**config.mk**
```make
export PLATFORM = sky130hd
export DESIGN_NAME = usb_cable_monitor
export DESIGN_NICKNAME = d
export VERILOG_FILES = /design/src/rtl/usb_cable_monitor_pkg.sv /design/src/rtl/usb_sync_bank.sv /design/src/rtl/usb_conn_fsm.sv /design/src/rtl/usb_cable_monitor.sv
export SDC_FILE = /design/constraint.sdc
export NUM_CORES = 1
export LEC_CHECK = 0
export BUFFER_PORTS_ARGS = -buffer_cell sky130_fd_sc_hd__buf_2
export CAP_MARGIN = 10
export CORE_MARGIN = 1
export CORE_UTILIZATION = 39
export DETAILED_ROUTE_END_ITERATION = 8
export SYNTH_ARGS = -nofsm -noshare
export SYNTH_HDL_FRONTEND = slang
export SYNTH_SLANG_ARGS = --single-unit
```
**constraint.sdc**
```tcl
create_clock -name clk -period 1.62 [get_ports clk]
set_clock_uncertainty 0.1 [all_clocks]
set_input_delay 0 -clock clk [delete_from_list [all_inputs] [get_ports clk]]
set_output_delay 0 -clock clk [all_outputs]
set_load 0.02 [all_outputs]
```
**src/rtl/usb_cable_monitor_pkg.sv**
```systemverilog
package usb_cable_monitor_pkg;

    localparam int REG_AW = 2;
    localparam int REG_DW = 8;
    localparam int NFLAG  = 5;

    localparam logic [REG_AW-1:0] ADDR_STATUS = 2'd0;
    localparam logic [REG_AW-1:0] ADDR_FLAGS  = 2'd1;
    localparam logic [REG_AW-1:0] ADDR_MASK   = 2'd2;
    localparam logic [REG_AW-1:0] ADDR_CTRL   = 2'd3;

    localparam int FL_ID    = 0;
    localparam int FL_ATT   = 1;
    localparam int FL_RST   = 2;
    localparam int FL_VBUS  = 3;
    localparam int FL_LINE  = 4;

    typedef enum logic [1:0] {
        ST_DETACHED = 2'd0,
        ST_ATT_WAIT = 2'd1,
        ST_ATTACHED = 2'd2,
        ST_DET_WAIT = 2'd3
    } conn_state_t;

endpackage

```
**src/rtl/usb_sync_bank.sv**
```systemverilog
module usb_sync_bank #(
    parameter int WIDTH  = 4,
    parameter int STAGES = 2
) (
    input  logic             clk,
    input  logic             rst_n,
    input  logic [WIDTH-1:0] rst_val,
    input  logic [WIDTH-1:0] d_in,
    output logic [WIDTH-1:0] q_out
);
    logic [WIDTH-1:0] stage_q [STAGES];

    always_ff @(posedge clk or negedge rst_n) begin
        if (!rst_n) begin
            for (int s = 0; s < STAGES; s++) stage_q[s] <= rst_val;
        end else begin
            stage_q[0] <= d_in;
            for (int s = 1; s < STAGES; s++) stage_q[s] <= stage_q[s-1];
        end
    end

    assign q_out = stage_q[STAGES-1];
endmodule

```
**src/rtl/usb_conn_fsm.sv**
```systemverilog
module usb_conn_fsm
    import usb_cable_monitor_pkg::*;
#(
    parameter int DEB_CYCLES = 64
) (
    input  logic clk,
    input  logic rst_n,
    input  logic line_se0,
    output logic connected,
    output logic attach_evt,
    output logic detach_evt
);
    localparam int CW = (DEB_CYCLES > 2) ? $clog2(DEB_CYCLES) : 1;
    localparam logic [CW-1:0] CNT_LAST = CW'(DEB_CYCLES - 1);

    conn_state_t state_q, state_d;
    logic [CW-1:0] cnt_q;
    logic          cnt_done;

    assign cnt_done = (cnt_q == CNT_LAST);

    always_comb begin
        state_d = state_q;
        unique case (state_q)
            ST_DETACHED: if (!line_se0) state_d = ST_ATT_WAIT;
            ST_ATT_WAIT: begin
                if (line_se0)      state_d = ST_DETACHED;
                else if (cnt_done) state_d = ST_ATTACHED;
            end
            ST_ATTACHED: if (line_se0) state_d = ST_DET_WAIT;
            ST_DET_WAIT: begin
                if (!line_se0)     state_d = ST_ATTACHED;
                else if (cnt_done) state_d = ST_DETACHED;
            end
        endcase
    end

    always_ff @(posedge clk or negedge rst_n) begin
        if (!rst_n) begin
            state_q <= ST_DETACHED;
            cnt_q   <= '0;
        end else begin
            state_q <= state_d;
            if (state_d != state_q) cnt_q <= '0;
            else if (!cnt_done)     cnt_q <= cnt_q + 1'b1;
        end
    end

    always_comb begin
        connected  = 1'b0;
        attach_evt = 1'b0;
        detach_evt = 1'b0;
        unique case (state_q)
            ST_DETACHED: connected = 1'b0;
            ST_ATT_WAIT: attach_evt = !line_se0 && cnt_done;
            ST_ATTACHED: connected = 1'b1;
            ST_DET_WAIT: begin
                connected  = 1'b1;
                detach_evt = line_se0 && cnt_done;
            end
        endcase
    end

    assert_evt_exclusive_R5: assert property (@(posedge clk) disable iff (!rst_n)
        $onehot0({attach_evt, detach_evt}));
    assert_attach_nonse0_R5: assert property (@(posedge clk) disable iff (!rst_n)
        attach_evt |-> !line_se0);
    assert_detach_se0_R6: assert property (@(posedge clk) disable iff (!rst_n)
        detach_evt |=> !connected);
endmodule

```
**src/rtl/usb_cable_monitor.sv**
```systemverilog
module usb_cable_monitor
    import usb_cable_monitor_pkg::*;
#(
    parameter int DEB_CYCLES  = 64,
    parameter int SYNC_STAGES = 2
) (
    input  logic              clk,
    input  logic              rst_n,
    input  logic              id_in,
    input  logic              dp_in,
    input  logic              dm_in,
    input  logic              vbus_vld_in,
    input  logic              reg_wr,
    input  logic [REG_AW-1:0] reg_addr,
    input  logic [REG_DW-1:0] reg_wdata,
    output logic [REG_DW-1:0] reg_rdata,
    output logic              irq,
    output logic              pulldown_en
);
    logic [3:0] raw_vec, sync_vec;
    logic       id_s, dp_s, dm_s, vbus_s;
    logic       id_d, vbus_d;
    logic       connected, attach_evt, detach_evt;
    logic       role_dev;

    logic [NFLAG-1:0] flags_q, mask_q, set_vec, clr_vec;
    logic [1:0]       ctrl_q;

    assign raw_vec = {vbus_vld_in, dm_in, dp_in, id_in};

    usb_sync_bank #(.WIDTH(4), .STAGES(SYNC_STAGES)) u_sync (
        .clk     (clk),
        .rst_n   (rst_n),
        .rst_val (4'b0001),
        .d_in    (raw_vec),
        .q_out   (sync_vec)
    );

    assign {vbus_s, dm_s, dp_s, id_s} = sync_vec;

    usb_conn_fsm #(.DEB_CYCLES(DEB_CYCLES)) u_fsm (
        .clk        (clk),
        .rst_n      (rst_n),
        .line_se0   (!dp_s && !dm_s),
        .connected  (connected),
        .attach_evt (attach_evt),
        .detach_evt (detach_evt)
    );

    always_ff @(posedge clk or negedge rst_n) begin
        if (!rst_n) begin
            id_d   <= 1'b1;
            vbus_d <= 1'b0;
        end else begin
            id_d   <= id_s;
            vbus_d <= vbus_s;
        end
    end

    assign role_dev = ctrl_q[1];

    always_comb begin
        set_vec          = '0;
        set_vec[FL_ID]   = id_s ^ id_d;
        set_vec[FL_ATT]  = attach_evt && !role_dev;
        set_vec[FL_RST]  = detach_evt && !role_dev;
        set_vec[FL_VBUS] = vbus_s && !vbus_d && role_dev;
        set_vec[FL_LINE] = detach_evt && role_dev;
    end

    assign clr_vec = (reg_wr && reg_addr == ADDR_FLAGS) ? reg_wdata[NFLAG-1:0] : '0;

    always_ff @(posedge clk or negedge rst_n) begin
        if (!rst_n) begin
            flags_q <= '0;
            mask_q  <= '0;
            ctrl_q  <= '0;
        end else begin
            flags_q <= (flags_q & ~clr_vec) | set_vec;
            if (reg_wr && reg_addr == ADDR_MASK) mask_q <= reg_wdata[NFLAG-1:0];
            if (reg_wr && reg_addr == ADDR_CTRL) ctrl_q <= reg_wdata[1:0];
        end
    end

    always_comb begin
        reg_rdata = '0;
        unique case (reg_addr)
            ADDR_STATUS: reg_rdata[3:0]       = {vbus_s, dp_s, !connected, id_s};
            ADDR_FLAGS:  reg_rdata[NFLAG-1:0] = flags_q;
            ADDR_MASK:   reg_rdata[NFLAG-1:0] = mask_q;
            ADDR_CTRL:   reg_rdata[1:0]       = ctrl_q;
        endcase
    end

    assign irq         = |(flags_q & mask_q);
    assign pulldown_en = ctrl_q[0];

    assert_flags_sticky_R9: assert property (@(posedge clk) disable iff (!rst_n)
        1'b1 |=> ((flags_q & $past(flags_q & ~clr_vec)) == $past(flags_q & ~clr_vec)));
    assert_no_attach_dev_R7: assert property (@(posedge clk) disable iff (!rst_n)
        $rose(flags_q[FL_ATT]) |-> !$past(role_dev));
    assert_no_vbus_host_R8: assert property (@(posedge clk) disable iff (!rst_n)
        $rose(flags_q[FL_VBUS]) |-> $past(role_dev));
    assert_irq_masked_R10: assert property (@(posedge clk) disable iff (!rst_n)
        (mask_q == '0) |-> !irq);
endmodule

```
==> metrics <==
Pleak=0.833 nW; Worst-Margin Slew=662 ps; Max Clock Freq=663 MHz; initial antenna violation count=0; Filler Cell Count=299; Mapped Avg Cell Area=11.8 µm²; number of global-route vias before repair=1,107; Yosys warnings=0; via count=1,084; Layout Nets=187; Worst-path clk slew=70 ps; post-route clock period utilization=93.1%; GP Congestion=0.747; crit path kind=flip-flop to flip-flop; Layout Utilization=53.1%; reg2reg end=u_fsm.cnt_q[1]; floorplan core area=3470 µm²; Worst R2R Start=u_fsm.cnt_q[0]; pre-CTS setup slack=15.9 ps; VDD IR-drop max=0.677 mV; worst path cell trace=ha_2, nand2_1, nor2_1, and4bb_1, a31o_1; Synth-to-Final Area Change=26.4%; Max Slew Vio Count=0; worst hold path class=input port to asynchronous set/reset pin; synthesis-stage register bit count=30; Placed Area=1610 µm²; PortBufs=20; Period minus WS final=1510 ps; area leader, netlist=dfrtp_1; share of layout cells above drive strength 1=30.5%; DP HPWL=1.97 mm; sequential area share after synthesis=51.8%; max-cap viol count=0; status=finished, final reports clean; Synth async-reset ratio=100%; root buf cell=clkbuf_8; highest-delay cell along the critical path=dfrtp_1; number of diodes=0; multi-input logic area=679 µm²; Max Used Layer=met4; io pins=27; final global-route overflow total=0; antenna-violating nets left=0; Synth area leaders=dfrtp_1 (46%), ha_1 (6.0%), dfstp_2 (5.4%); Die H=63.1 µm; clk_lat worst skew=280 ps; wire per inst=13.7 µm; Main synth FF type=dfrtp_1; startpoint types=flip-flop; WL met3=126 µm; Hold Violations, Final=0; r2r setup slk=110 ps; initial core utilization=42.0%; GRT Overall Usage=16.7%; most frequent cells in the layout=dfrtp_1 (27), buf_2 (20), nand2_1 (15), dlygate4sd3_1 (11), nand3_1 (8); CTS tree=done; crit end category=flip-flop; largest net degree at the start of global routing=31; CTS H-Tree Depth=2; clock sinks=30; CP max stage delay=400 ps; # rows=21; top cell type's share of synthesized area=46.4%; required time of the critical path=1740 ps; EDFF count, synth=0; Die X=63.1 µm; WL final=2.87 mm; commonest non-fill, non-tap cell in the layout=dfrtp_1; Slew HR=55.9%; DR iter-0 viols=81; Mapped Cells=124; final instance area=1840 µm²; setup ws final=112 ps; Setup TNS=0 ps; critical path capture point=u_fsm.cnt_q[1]; CTS Buf Count=5; met2 routed WL=1.37 mm; RSZ-0062 raised after global routing=yes; CP startpoint=u_fsm.cnt_q[0]; DRC viols=0; Via density=5.16; first-pass detailed-route iteration total=4; Synth cell types=35; FF+latch area=754 µm²; wire length on met1=1.32 mm; total power=1.85 mW; clock tree buffer depth=2; CP arrival=1630 ps; Critical Path Fanout Max=5; Final setup viols=0; PwrDens=1010 nW/µm²; Post-Syn Area=1460 µm²; full die area=3990 µm²; first-pass GRT wire length=5.07 mm; worst r2r path cells=5
[per-layer routing]
| layer | up-vias | global-route usage (%) |
|---|---|---|
| met5 | - | 0 |
| met4 | 0 | 7.85 |
| met3 | 7 | 4.89 |
| met2 | 30 | 25.0 |
| met1 | 532 | 22.0 |
| li1 | 515 | - |
[Yosys cell counts, types with 2 or more instances]
library cell / instances
nor2_1: 7
dfrtp_1: 27
a2111oi_2: 2
and2_1: 2
inv_1: 4
mux2i_1: 3
o21ai_0: 4
mux2_2: 7
a22oi_1: 2
dfstp_2: 3
ha_1: 7
buf_4: 3
nand2_1: 15
xnor2_1: 4
nand3_1: 9
a222oi_1: 5
nand3b_1: 2
[flip-flops by register name, indices dropped and copies added, names as in the netlist]
| name | count |
|---|---|
| ctrl_q | 2 |
| flags_q | 5 |
| id_d | 1 |
| mask_q | 5 |
| u_fsm.cnt_q | 6 |
| u_fsm.state_q | 2 |
| u_sync.q_out | 4 |
| u_sync.stage_q | 4 |
| vbus_d | 1 |
[logic make-up after synthesis]
| logic type | share of synthesized area [%] |
|---|---|
| compound gates | 12.3 |
| xor+xnor | 4.29 |
| fa+ha+maj | 6.01 |
| buf+inv | 3.17 |
| flops | 51.8 |
| mux | 7.47 |
| other cells | 0.257 |
| simple gates | 14.8 |
[worst max-delay path, delay by kind of cell (launching register included)]
kind	cells	cell delay [ps]
compound gates	1	100
fa+ha+maj	1	230
flops	1	400
simple gates	3	620
[layout make-up]
type | instances | area share [%]
clock inverters | 2 | 0.679
clock buffers | 6 | 4.48
well taps | 46 | 3.12
multi-input cells | 87 | 36.9
flip-flops and latches | 30 | 41.0
inverters | 4 | 0.815
repair buffers | 35 | 13.0
[power by group]
group          leakage (nW)  switching, mW  internal [mW]  total, mW
Combinational         0.424          0.161          0.158      0.319
Sequential            0.362         0.0747          0.833      0.907
Clock                0.0472          0.288          0.341      0.628
[worst min-delay path by stage]
stage / endpoint / cells after the start / slack, ps / start
2_1_floorplan: ctrl_q[0] / 0 / -400 / rst_n
3_3_place_gp: mask_q[4] / 1 / -40 / rst_n
3_5_place_dp: mask_q[4] / 1 / -30 / rst_n
4_1_cts: mask_q[4] / 2 / 200 / rst_n
5_1_grt: mask_q[4] / 2 / 250 / rst_n
6_report: mask_q[4] / 2 / 180 / rst_n
[repair_timing]
item                                    4_1_cts  5_1_grt
gates resized for setup                       1        2
endpoints found under the hold margin        43        0
hold buffers                                 11        0
endpoints found under the setup margin        1        6
pin swaps                                     0        2
buffers inserted                              0        2
[metrics by stage]
step / instances / hold WS, ps
6_report: 210 / 178
2_1_floorplan: 126 / -396
5_1_grt: 210 / 246
3_3_place_gp: 189 / -36.6
4_1_cts: 208 / 203
3_5_place_dp: 189 / -32.0
No activity file was read; power rests on OpenSTA's default activity.
